### src/rtl/rtcpu_pkg.sv
package rtcpu_pkg;

    localparam int OPW = 4;

    typedef enum logic [3:0] {
        OP_NOP   = 4'd0,
        OP_LOAD  = 4'd1,
        OP_STORE = 4'd2,
        OP_ADD   = 4'd3,
        OP_BRZ   = 4'd4,
        OP_JMP   = 4'd5,
        OP_EI    = 4'd6,
        OP_BRC   = 4'd7
    } opcode_e;

    typedef enum logic [3:0] {
        ST_FI_ADDR,
        ST_FI_MEM,
        ST_FI_IR,
        ST_IND_ADDR,
        ST_IND_MEM,
        ST_EX_ADDR,
        ST_EX_RD,
        ST_EX_WR,
        ST_INT_CHK,
        ST_INT_WR
    } seq_state_e;

    typedef struct packed {
        logic rd;
        logic wr;
        logic add;
        logic brz;
        logic brc;
        logic jmp;
        logic ei;
    } dec_t;

endpackage

### src/rtl/rtcpu_alu.sv
module rtcpu_alu #(
    parameter int DW = 16
) (
    input  logic [DW-1:0] opa,
    input  logic [DW-1:0] opb,
    output logic [DW-1:0] sum,
    output logic          carry,
    output logic          zero
);
    logic [DW:0] full;

    always_comb begin
        full  = {1'b0, opa} + {1'b0, opb};
        sum   = full[DW-1:0];
        carry = full[DW];
        zero  = (full[DW-1:0] == '0);
    end
endmodule

### src/rtl/rtcpu_decode.sv
module rtcpu_decode
    import rtcpu_pkg::*;
(
    input  logic [OPW-1:0] op_bits,
    output dec_t           dec
);
    always_comb begin
        dec = '0;
        unique case (op_bits)
            OP_LOAD:  dec.rd  = 1'b1;
            OP_ADD: begin
                dec.rd  = 1'b1;
                dec.add = 1'b1;
            end
            OP_STORE: dec.wr  = 1'b1;
            OP_BRZ:   dec.brz = 1'b1;
            OP_BRC:   dec.brc = 1'b1;
            OP_JMP:   dec.jmp = 1'b1;
            OP_EI:    dec.ei  = 1'b1;
            default:  dec = '0;
        endcase
    end
endmodule

### src/rtl/rtcpu_seq.sv
module rtcpu_seq
    import rtcpu_pkg::*;
#(
    parameter int          DW       = 16,
    parameter int          AW       = 11,
    parameter int unsigned VEC_ADDR = 'h080,
    parameter int unsigned SP_INIT  = 'h7FF
) (
    input  logic          clk,
    input  logic          rst_n,
    input  logic          irq,
    output logic          mem_req,
    output logic          mem_we,
    output logic [AW-1:0] mem_addr,
    output logic [DW-1:0] mem_wdata,
    input  logic [DW-1:0] mem_rdata,
    input  logic          mem_valid
);
    localparam logic [AW-1:0] VEC_A  = AW'(VEC_ADDR);
    localparam logic [AW-1:0] SP_A   = AW'(SP_INIT);
    localparam logic [AW-1:0] ONE_A  = AW'(1);
    localparam int            PADW   = DW - AW;

    seq_state_e     state_q, state_d;
    logic [AW-1:0]  pc_q, mar_q, sp_q;
    logic [DW-1:0]  mbr_q, acc_q;
    logic [OPW-1:0] ir_q;
    logic           zf_q, cf_q, ien_q;

    dec_t           dec;
    logic [DW-1:0]  alu_sum;
    logic           alu_carry, alu_zero;
    logic [AW-1:0]  ea;
    logic           take_br;

    rtcpu_decode u_dec (
        .op_bits (ir_q),
        .dec     (dec)
    );

    rtcpu_alu #(.DW(DW)) u_alu (
        .opa   (acc_q),
        .opb   (mem_rdata),
        .sum   (alu_sum),
        .carry (alu_carry),
        .zero  (alu_zero)
    );

    assign ea      = mbr_q[AW-1:0];
    assign take_br = dec.jmp || (dec.brz && zf_q) || (dec.brc && cf_q);

    // state register
    always_ff @(posedge clk or negedge rst_n) begin
        if (!rst_n) state_q <= ST_FI_ADDR;
        else        state_q <= state_d;
    end

    // next state
    always_comb begin
        state_d = state_q;
        unique case (state_q)
            ST_FI_ADDR:  state_d = ST_FI_MEM;
            ST_FI_MEM:   if (mem_valid) state_d = ST_FI_IR;
            ST_FI_IR:    state_d = mbr_q[AW] ? ST_IND_ADDR : ST_EX_ADDR;
            ST_IND_ADDR: state_d = ST_IND_MEM;
            ST_IND_MEM:  if (mem_valid) state_d = ST_EX_ADDR;
            ST_EX_ADDR: begin
                if (dec.rd)      state_d = ST_EX_RD;
                else if (dec.wr) state_d = ST_EX_WR;
                else             state_d = ST_INT_CHK;
            end
            ST_EX_RD:    if (mem_valid) state_d = ST_INT_CHK;
            ST_EX_WR:    if (mem_valid) state_d = ST_INT_CHK;
            ST_INT_CHK:  state_d = (ien_q && irq) ? ST_INT_WR : ST_FI_ADDR;
            ST_INT_WR:   if (mem_valid) state_d = ST_FI_ADDR;
            default:     state_d = ST_FI_ADDR;
        endcase
    end

    // memory port outputs
    always_comb begin
        mem_req   = (state_q == ST_FI_MEM) || (state_q == ST_IND_MEM) ||
                    (state_q == ST_EX_RD)  || (state_q == ST_EX_WR)   ||
                    (state_q == ST_INT_WR);
        mem_we    = (state_q == ST_EX_WR) || (state_q == ST_INT_WR);
        mem_addr  = mar_q;
        mem_wdata = mbr_q;
    end

    // register transfers
    always_ff @(posedge clk or negedge rst_n) begin
        if (!rst_n) begin
            pc_q  <= '0;
            mar_q <= '0;
            mbr_q <= '0;
            acc_q <= '0;
            ir_q  <= '0;
            sp_q  <= SP_A;
            zf_q  <= 1'b0;
            cf_q  <= 1'b0;
            ien_q <= 1'b0;
        end else begin
            unique case (state_q)
                ST_FI_ADDR: mar_q <= pc_q;
                ST_FI_MEM: if (mem_valid) begin
                    mbr_q <= mem_rdata;
                    pc_q  <= pc_q + ONE_A;
                end
                ST_FI_IR:    ir_q  <= mbr_q[DW-1 -: OPW];
                ST_IND_ADDR: mar_q <= ea;
                ST_IND_MEM:  if (mem_valid) mbr_q <= mem_rdata;
                ST_EX_ADDR: begin
                    mar_q <= ea;
                    if (dec.wr) mbr_q <= acc_q;
                    if (take_br) pc_q <= ea;
                    if (dec.ei) ien_q <= 1'b1;
                end
                ST_EX_RD: if (mem_valid) begin
                    if (dec.add) begin
                        acc_q <= alu_sum;
                        zf_q  <= alu_zero;
                        cf_q  <= alu_carry;
                    end else begin
                        acc_q <= mem_rdata;
                    end
                end
                ST_EX_WR: ;
                ST_INT_CHK: begin
                    mbr_q <= {{PADW{1'b0}}, pc_q};
                    mar_q <= sp_q;
                end
                ST_INT_WR: if (mem_valid) begin
                    sp_q  <= sp_q - ONE_A;
                    pc_q  <= VEC_A;
                    ien_q <= 1'b0;
                end
                default: ;
            endcase
        end
    end

    AST_REQ_HOLD: assert property (@(posedge clk) disable iff (!rst_n) (mem_req && !mem_valid) |=> (mem_req && $stable(mem_addr) && $stable(mem_we) && $stable(mem_wdata)));
    AST_PC_STEP: assert property (@(posedge clk) disable iff (!rst_n) (state_q == ST_FI_MEM && mem_valid) |=> (pc_q == $past(pc_q) + ONE_A));
    AST_JMP_TARGET: assert property (@(posedge clk) disable iff (!rst_n) (state_q == ST_EX_ADDR && dec.jmp) |=> (pc_q == $past(mbr_q[AW-1:0]) && !mem_req));
    AST_IRQ_MASKED: assert property (@(posedge clk) disable iff (!rst_n) (state_q == ST_INT_CHK && !ien_q) |=> (state_q == ST_FI_ADDR));
    AST_VECTOR: assert property (@(posedge clk) disable iff (!rst_n) (state_q == ST_INT_WR && mem_valid) |=> (pc_q == VEC_A && !ien_q && state_q == ST_FI_ADDR));
    AST_SP_DEC: assert property (@(posedge clk) disable iff (!rst_n) (state_q == ST_INT_WR && mem_valid) |=> (sp_q == $past(sp_q) - ONE_A));
endmodule

### config.mk
export PLATFORM = sky130hd
export DESIGN_NAME = rtcpu_seq
export DESIGN_NICKNAME = d
export VERILOG_FILES = /design/src/rtl/rtcpu_pkg.sv /design/src/rtl/rtcpu_alu.sv /design/src/rtl/rtcpu_decode.sv /design/src/rtl/rtcpu_seq.sv
export SDC_FILE = /design/constraint.sdc
export NUM_CORES = 1
export LEC_CHECK = 0
export BUFFER_PORTS_ARGS = -buffer_cell sky130_fd_sc_hd__buf_2
export CORE_UTILIZATION = 35
export DETAILED_ROUTE_END_ITERATION = 16
export PLACE_DENSITY_LB_ADDON = 0.1
export REMOVE_ABC_BUFFERS = 1
export SLEW_MARGIN = 5
export SYNTH_ARGS = -nofsm -noshare
export SYNTH_HDL_FRONTEND = slang
export SYNTH_SLANG_ARGS = --single-unit
### constraint.sdc
create_clock -name clk -period 5.55 [get_ports clk]
set_input_delay 0.555 -clock clk [delete_from_list [all_inputs] [get_ports clk]]
set_output_delay 0.555 -clock clk [all_outputs]
set_load 0.005 [all_outputs]
Yosys cells after proc, flatten, opt, wreduce, memory -nomap -nowiden
Index checks and enable logic that the tools add are counted.

Output and inout port bits: 29. Input bits: 20. Register bits: 76. Logic and storage cells: 92.

Mux-type cells: 28. Equality and inequality tests: 24. Add/subtract/negate cells: 3. Reduce and logical (&&, ||, !) cells: 27.

Operator list (number): $pmux W11 S3 (2); $mux W16 (3); $pmux W16 S3 (1); $pmux W4 S9 (1); $mux W11 (3); $eq A4 B3 Y1 const B (8); $mux W4 (7); $add A16 B16 Y17 (1); $eq A4 B2 Y1 const B (4); $logic_not A16 Y1 (1); $ne A2 B2 Y1 const B (6); $add A11 B1 Y11 const B (1); $sub A11 B1 Y11 const B (1); $mux W1 (9); $reduce_and A3 Y1 (3); $reduce_bool A3 Y1 (3); $eq A4 B1 Y1 const B (2); $eq A4 B4 Y1 const B (2); $reduce_and A4 Y1 (2); $reduce_or A2 Y1 (4); $logic_or A1 B1 Y1 (7); $logic_not A4 Y1 (1); $ne A2 B1 Y1 const B (2); $reduce_and A2 Y1 (2); 4 further kinds (6).

Longest topological paths before layout
Depth after elaboration: 7. Mapped depth: 11. Mapped depth without buffers: 11.

Modules after synthesis
Synthesis repeated with hierarchy kept, for this count alone.

Cells, all modules: 514. Area total of the unflattened synthesis: 5059.9 um^2.

Modules (own cells, without submodules): rtcpu_seq (instances 1, area an instance 4127.7 um^2, sequential area each 1915.6 um^2, cells each 390); rtcpu_alu (instances 1, area an instance 858.3 um^2, sequential area each 0.0 um^2, cells each 117); rtcpu_decode (instances 1, area an instance 73.8 um^2, sequential area each 0.0 um^2, cells each 7).

Worst setup path after synthesis
Ideal clock, no wire load.

Path kind: input to register. From: input mem_rdata[0]. To: register zf_q. Setup time: 0.066 ns. Arrival time: 2.549 ns. Path slack: 2.935 ns. Stages: 11. Data required time: 5.484 ns. Buffers on the path: 0. Path through: ha_1 -> inv_1 -> fa_1 -> nand2b_1 -> a21oi_1 -> o22a_1 -> or4b_2 -> nand3_1 -> nand4_1 -> nor4_1 -> a32o_2.

Longest elaborated chain between the ends: 2.

RTL lines: start: declaration (RTL line rtcpu_seq.sv:16) `input logic [DW-1:0] mem_rdata,`; $add A16 B16 Y17 (RTL line rtcpu_alu.sv:13) `full = {1'b0, opa} + {1'b0, opb};`; $logic_not A16 Y1 (RTL line rtcpu_alu.sv:16) `zero = (full[DW-1:0] == '0);`; end signal: assignment (RTL line rtcpu_seq.sv:121) `zf_q <= alu_zero;`; end: declaration (RTL line rtcpu_seq.sv:28) `logic zf_q, cf_q, ien_q;`.

No other way between the ends. A chain may end at the register's enable or synchronous reset.

Final worst setup path
From: register state_q[1]. To: register mar_q[2] (netlist: mem_addr[2]).

Longest elaborated chain between the ends: 3. Elaborated cells between the ends (all ways): 7.

RTL lines: start: declaration (RTL line rtcpu_seq.sv:24) `seq_state_e state_q, state_d;`; start signal: assignment (RTL line rtcpu_seq.sv:55) `else state_q <= state_d;`; $eq A4 B3 Y1 or $eq A4 B2 Y1 (tied branches) (RTL line rtcpu_seq.sv:103) `unique case (state_q)`; $reduce_or A2 Y1 (no line); $pmux W11 S3 or $reduce_bool A3 Y1 (tied branches); end signal: assignment (RTL line rtcpu_seq.sv:104) `ST_FI_ADDR: mar_q <= pc_q;`; end signal: assignment (RTL line rtcpu_seq.sv:130) `mar_q <= sp_q;`; end: declaration (RTL line rtcpu_seq.sv:25) `logic [AW-1:0] pc_q, mar_q, sp_q;`.

Parallel ways exist; a longest one is shown, timed or not.

==> impl_metrics.py <==
metrics = {
    "outcome": {
        "status": "finished, final reports clean",
    },
    "cts": {
        "numClockSinks": 76,
        "cts_hold_buf": 0,
        "h-tree-depth": 3,
        "numCtsBuffers": 9,
        "postCtsSetupBuffers": 0,
        "root_buffer": "clkbuf_16",
        "cts.repair.resized": 0,
        "clkLatencyLatePin_ps": 340,
        "clock_path_buffers": 2,
        "cts_tree": "built",
        "cts.clk_slew.worst_paths_ps": 60,
    },
    "timing": {
        "rsz0062_at_grt": "false",
        "holdWs_ps": 366,
        "finalCritPeriodShare_pct": 53.1,
        "period_needed_ps": 2950,
        "fin_worst_skew_ps": 5.47,
        "slew_headroom_pct": 24.4,
        "report.final.slew_viol_count": 0,
        "fmax_mhz": 339,
        "hold_viol": 0,
        "fin_tns_setup_ps": 0,
        "worst_slew_pin_slew_ps": 1130,
        "finalSetupViolations": 0,
    },
    "global_routing": {
        "grt_pass1_wl_um": 20800,
        "grt_max_degree": 77,
        "grt_usage_pct": 19.0,
        "grt_pass1_vias": 3914,
        "antenna_found_initial": 0,
        "grt_overflow": 0,
    },
    "floorplan": {
        "die_x_um": 118,
        "num_io_pins": 49,
        "floorplan.initialDensity_pct": 36.4,
        "core-area_sq_um": 12800,
        "die_h_um": 118,
        "rows": 41,
        "dieArea_sq_um": 13800,
    },
    "finish": {
        "fillers": 1293,
        "area_delta_synth_final_pct": 15.2,
        "final_util_pct": 41.9,
        "drive_gt1_share_pct": 15.9,
        "antenna_cells": 0,
        "final_nets": 618,
    },
    "worst_setup_path": {
        "critPathRequiredTime_ps": 5820,
        "cp-end-kind": "flip-flop",
        "worstPathMaxFanout": 28,
        "critPathArrivalTime_ps": 3220,
        "timing_worst_setup_path_type": "reg2reg",
        "worst_setup_path_start_kind": "flip-flop",
    },
    "logic_synthesis": {
        "ys_seq_elements": 76,
        "syn_inst": 542,
        "ys_seq_area_share_pct": 41.0,
        "yosys_warnings": 0,
        "synth.cell_area_sq_um": 4670,
        "ys.flop_type": "dfrtp_1",
        "synth_edf_count": 0,
        "synth_cell_types": 57,
        "async_flop_share_pct": 100,
        "syn_area_per_cell_sq_um": 8.62,
    },
    "drt": {
        "drc": 0,
        "via_per_inst": 5.54,
        "wl_per_cell_um": 16.8,
        "drtAntennaViolNets": 0,
        "firstDrtPassIters": 6,
        "num_vias": 4187,
        "drtIter0Drc": 319,
        "wl_um": 12700,
    },
    "power_and_ir_drop": {
        "worst_ir_drop_vdd_v": 0.000180,
        "p_leak_nw": 2.33,
        "p_per_area_nw_per_um2": 621,
    },
    "placed_design": {
        "hpwlAfterDp_um": 9290,
        "portBuffers": 48,
        "place.gp.congestion": 0.841,
    },
    "job": {
        "max_cap_viol_count": 0,
    },
    "min_path": {
        "hp-class": "in2async",
    },
}
Yosys cell counts (all sizes together), types with 3 or more instances:
| master | n | area share (%) |
|---|---|---|
| clkbuf | 23 | 1.8 |
| o21ai | 50 | 5.4 |
| inv | 15 | 1.2 |
| a22oi | 22 | 3.5 |
| o22a | 5 | 0.94 |
| buf | 4 | 0.54 |
| nand2 | 60 | 4.8 |
| dfrtp | 65 | 35 |
| a21o | 6 | 0.96 |
| nor4 | 5 | 0.80 |
| and3 | 5 | 0.67 |
| xor2 | 14 | 2.6 |
| mux2i | 6 | 1.3 |
| o21a | 6 | 0.96 |
| xnor2 | 9 | 1.7 |
| ha | 18 | 4.8 |
| dfstp | 11 | 6.2 |
| mux2 | 4 | 0.96 |
| o22ai | 4 | 0.54 |
| a222oi | 7 | 1.5 |
| nand4b | 3 | 0.88 |
| nand2b | 4 | 0.54 |
| nand3 | 14 | 1.5 |
| nor2b | 3 | 0.40 |
| nor2 | 66 | 5.3 |
| a31oi | 19 | 2.5 |
| nand4 | 3 | 0.40 |
| a211oi | 3 | 0.48 |
| nor3 | 11 | 1.2 |
| and2 | 3 | 0.40 |
| a21oi | 48 | 5.1 |
placed cells by master (no fill, tap or decap), types with 6 or more instances in the layout:
cell	instances
a222oi_1	7
a21o_1	6
nor2_1	64
xnor2_1	9
nand3_1	14
ha_1	18
dfrtp_1	65
o21a_1	6
nor3_1	10
buf_4	6
o21ai_0	50
clkbuf_16	9
xor2_1	14
mux2i_1	6
dfstp_2	11
a22oi_1	22
nand2_1	60
a21oi_1	48
inv_1	14
a31oi_1	19
buf_2	47
logic make-up (layout without fill, tap and decap cells):
logic type                 after synthesis  after routing  synth area share [%]
AOI/OAI and AO/OA                      187            187                  25.2
DFF                                     76             76                  41.0
adders and majority gates               19             19                  5.25
xor gates and xnor gates                23             23                  4.31
buffers and inverters                   42             84                  3.59
and+or+nand+nor                        185            185                  18.3
muxes                                   10             10                  2.25
worst paths after layout:
path / endpoint / start / slack [ps] / depth (start not counted)
worst max-delay path: mem_addr[2] / state_q[1] / 2600 / 8
worst min register to register: sp_q[4] / sp_q[4] / 500 / 1
max in group asynchronous: acc_q[6] / rst_n / 4570 / 1
worst min-delay path: state_q[2] / rst_n / 370 / 1
min in group clk: sp_q[4] / sp_q[4] / 500 / 1
worst max register to register: mem_addr[2] / state_q[1] / 2600 / 8
critical path, stage by stage, from the launching register on:
cell,delay (ps)
dfrtp_1,750
inv_2,150
nand2_1,200
nor2_2,40
buf_4,230
nor2_1,630
and2_1,500
a222oi_1,200
a21oi_1,160
power breakdown:
group | switching (W) | internal (W)
clock network | 0.000231 | 0.000385
registers | 0.000343 | 0.000845
logic | 0.000892 | 0.000644
sequential cells by signal (all words and copies together), names as in the netlist:
| signal | count |
|---|---|
| state_q | 4 |
| zf_q | 1 |
| sp_q | 11 |
| mem_wdata | 16 |
| cf_q | 1 |
| ien_q | 1 |
| mem_addr | 11 |
| acc_q | 16 |
| ir_q | 4 |
| pc_q | 11 |
through the flow:
step                      instances  total power [W]  area (sq um)  setup WS (ps)
after floorplan                 515          0.00218          4560           2280
after global placement          740          0.00270          5060           2520
after detailed placement        740          0.00273          5060           2440
after CTS                       756          0.00335          5380           2610
after global routing            756          0.00363          5380           2320
final                           756          0.00334          5380           2600
layout make-up:
type                            count  area [sq um]  share of cell area, %
Inverter                           15          56.3                   1.05
Timing Repair Buffer               53           280                   5.21
Clock inverter                      3          43.8                  0.814
Sequential cell                    76          1920                   35.6
Tap cell                          172           215                   4.00
Clock buffer                       13           270                   5.03
Multi-Input combinational cell    424          2600                   48.3
metal layers:
metal  global-route usage (%)  vias to the layer above  wire [um]
li1                         -                     2062          -
met1                     27.7                     1996       6320
met2                     28.4                      113       5640
met3                     1.94                       16        449
met4                     8.41                        0        252
met5                        0                        -          0
Power figures use the tool's default switching activity.
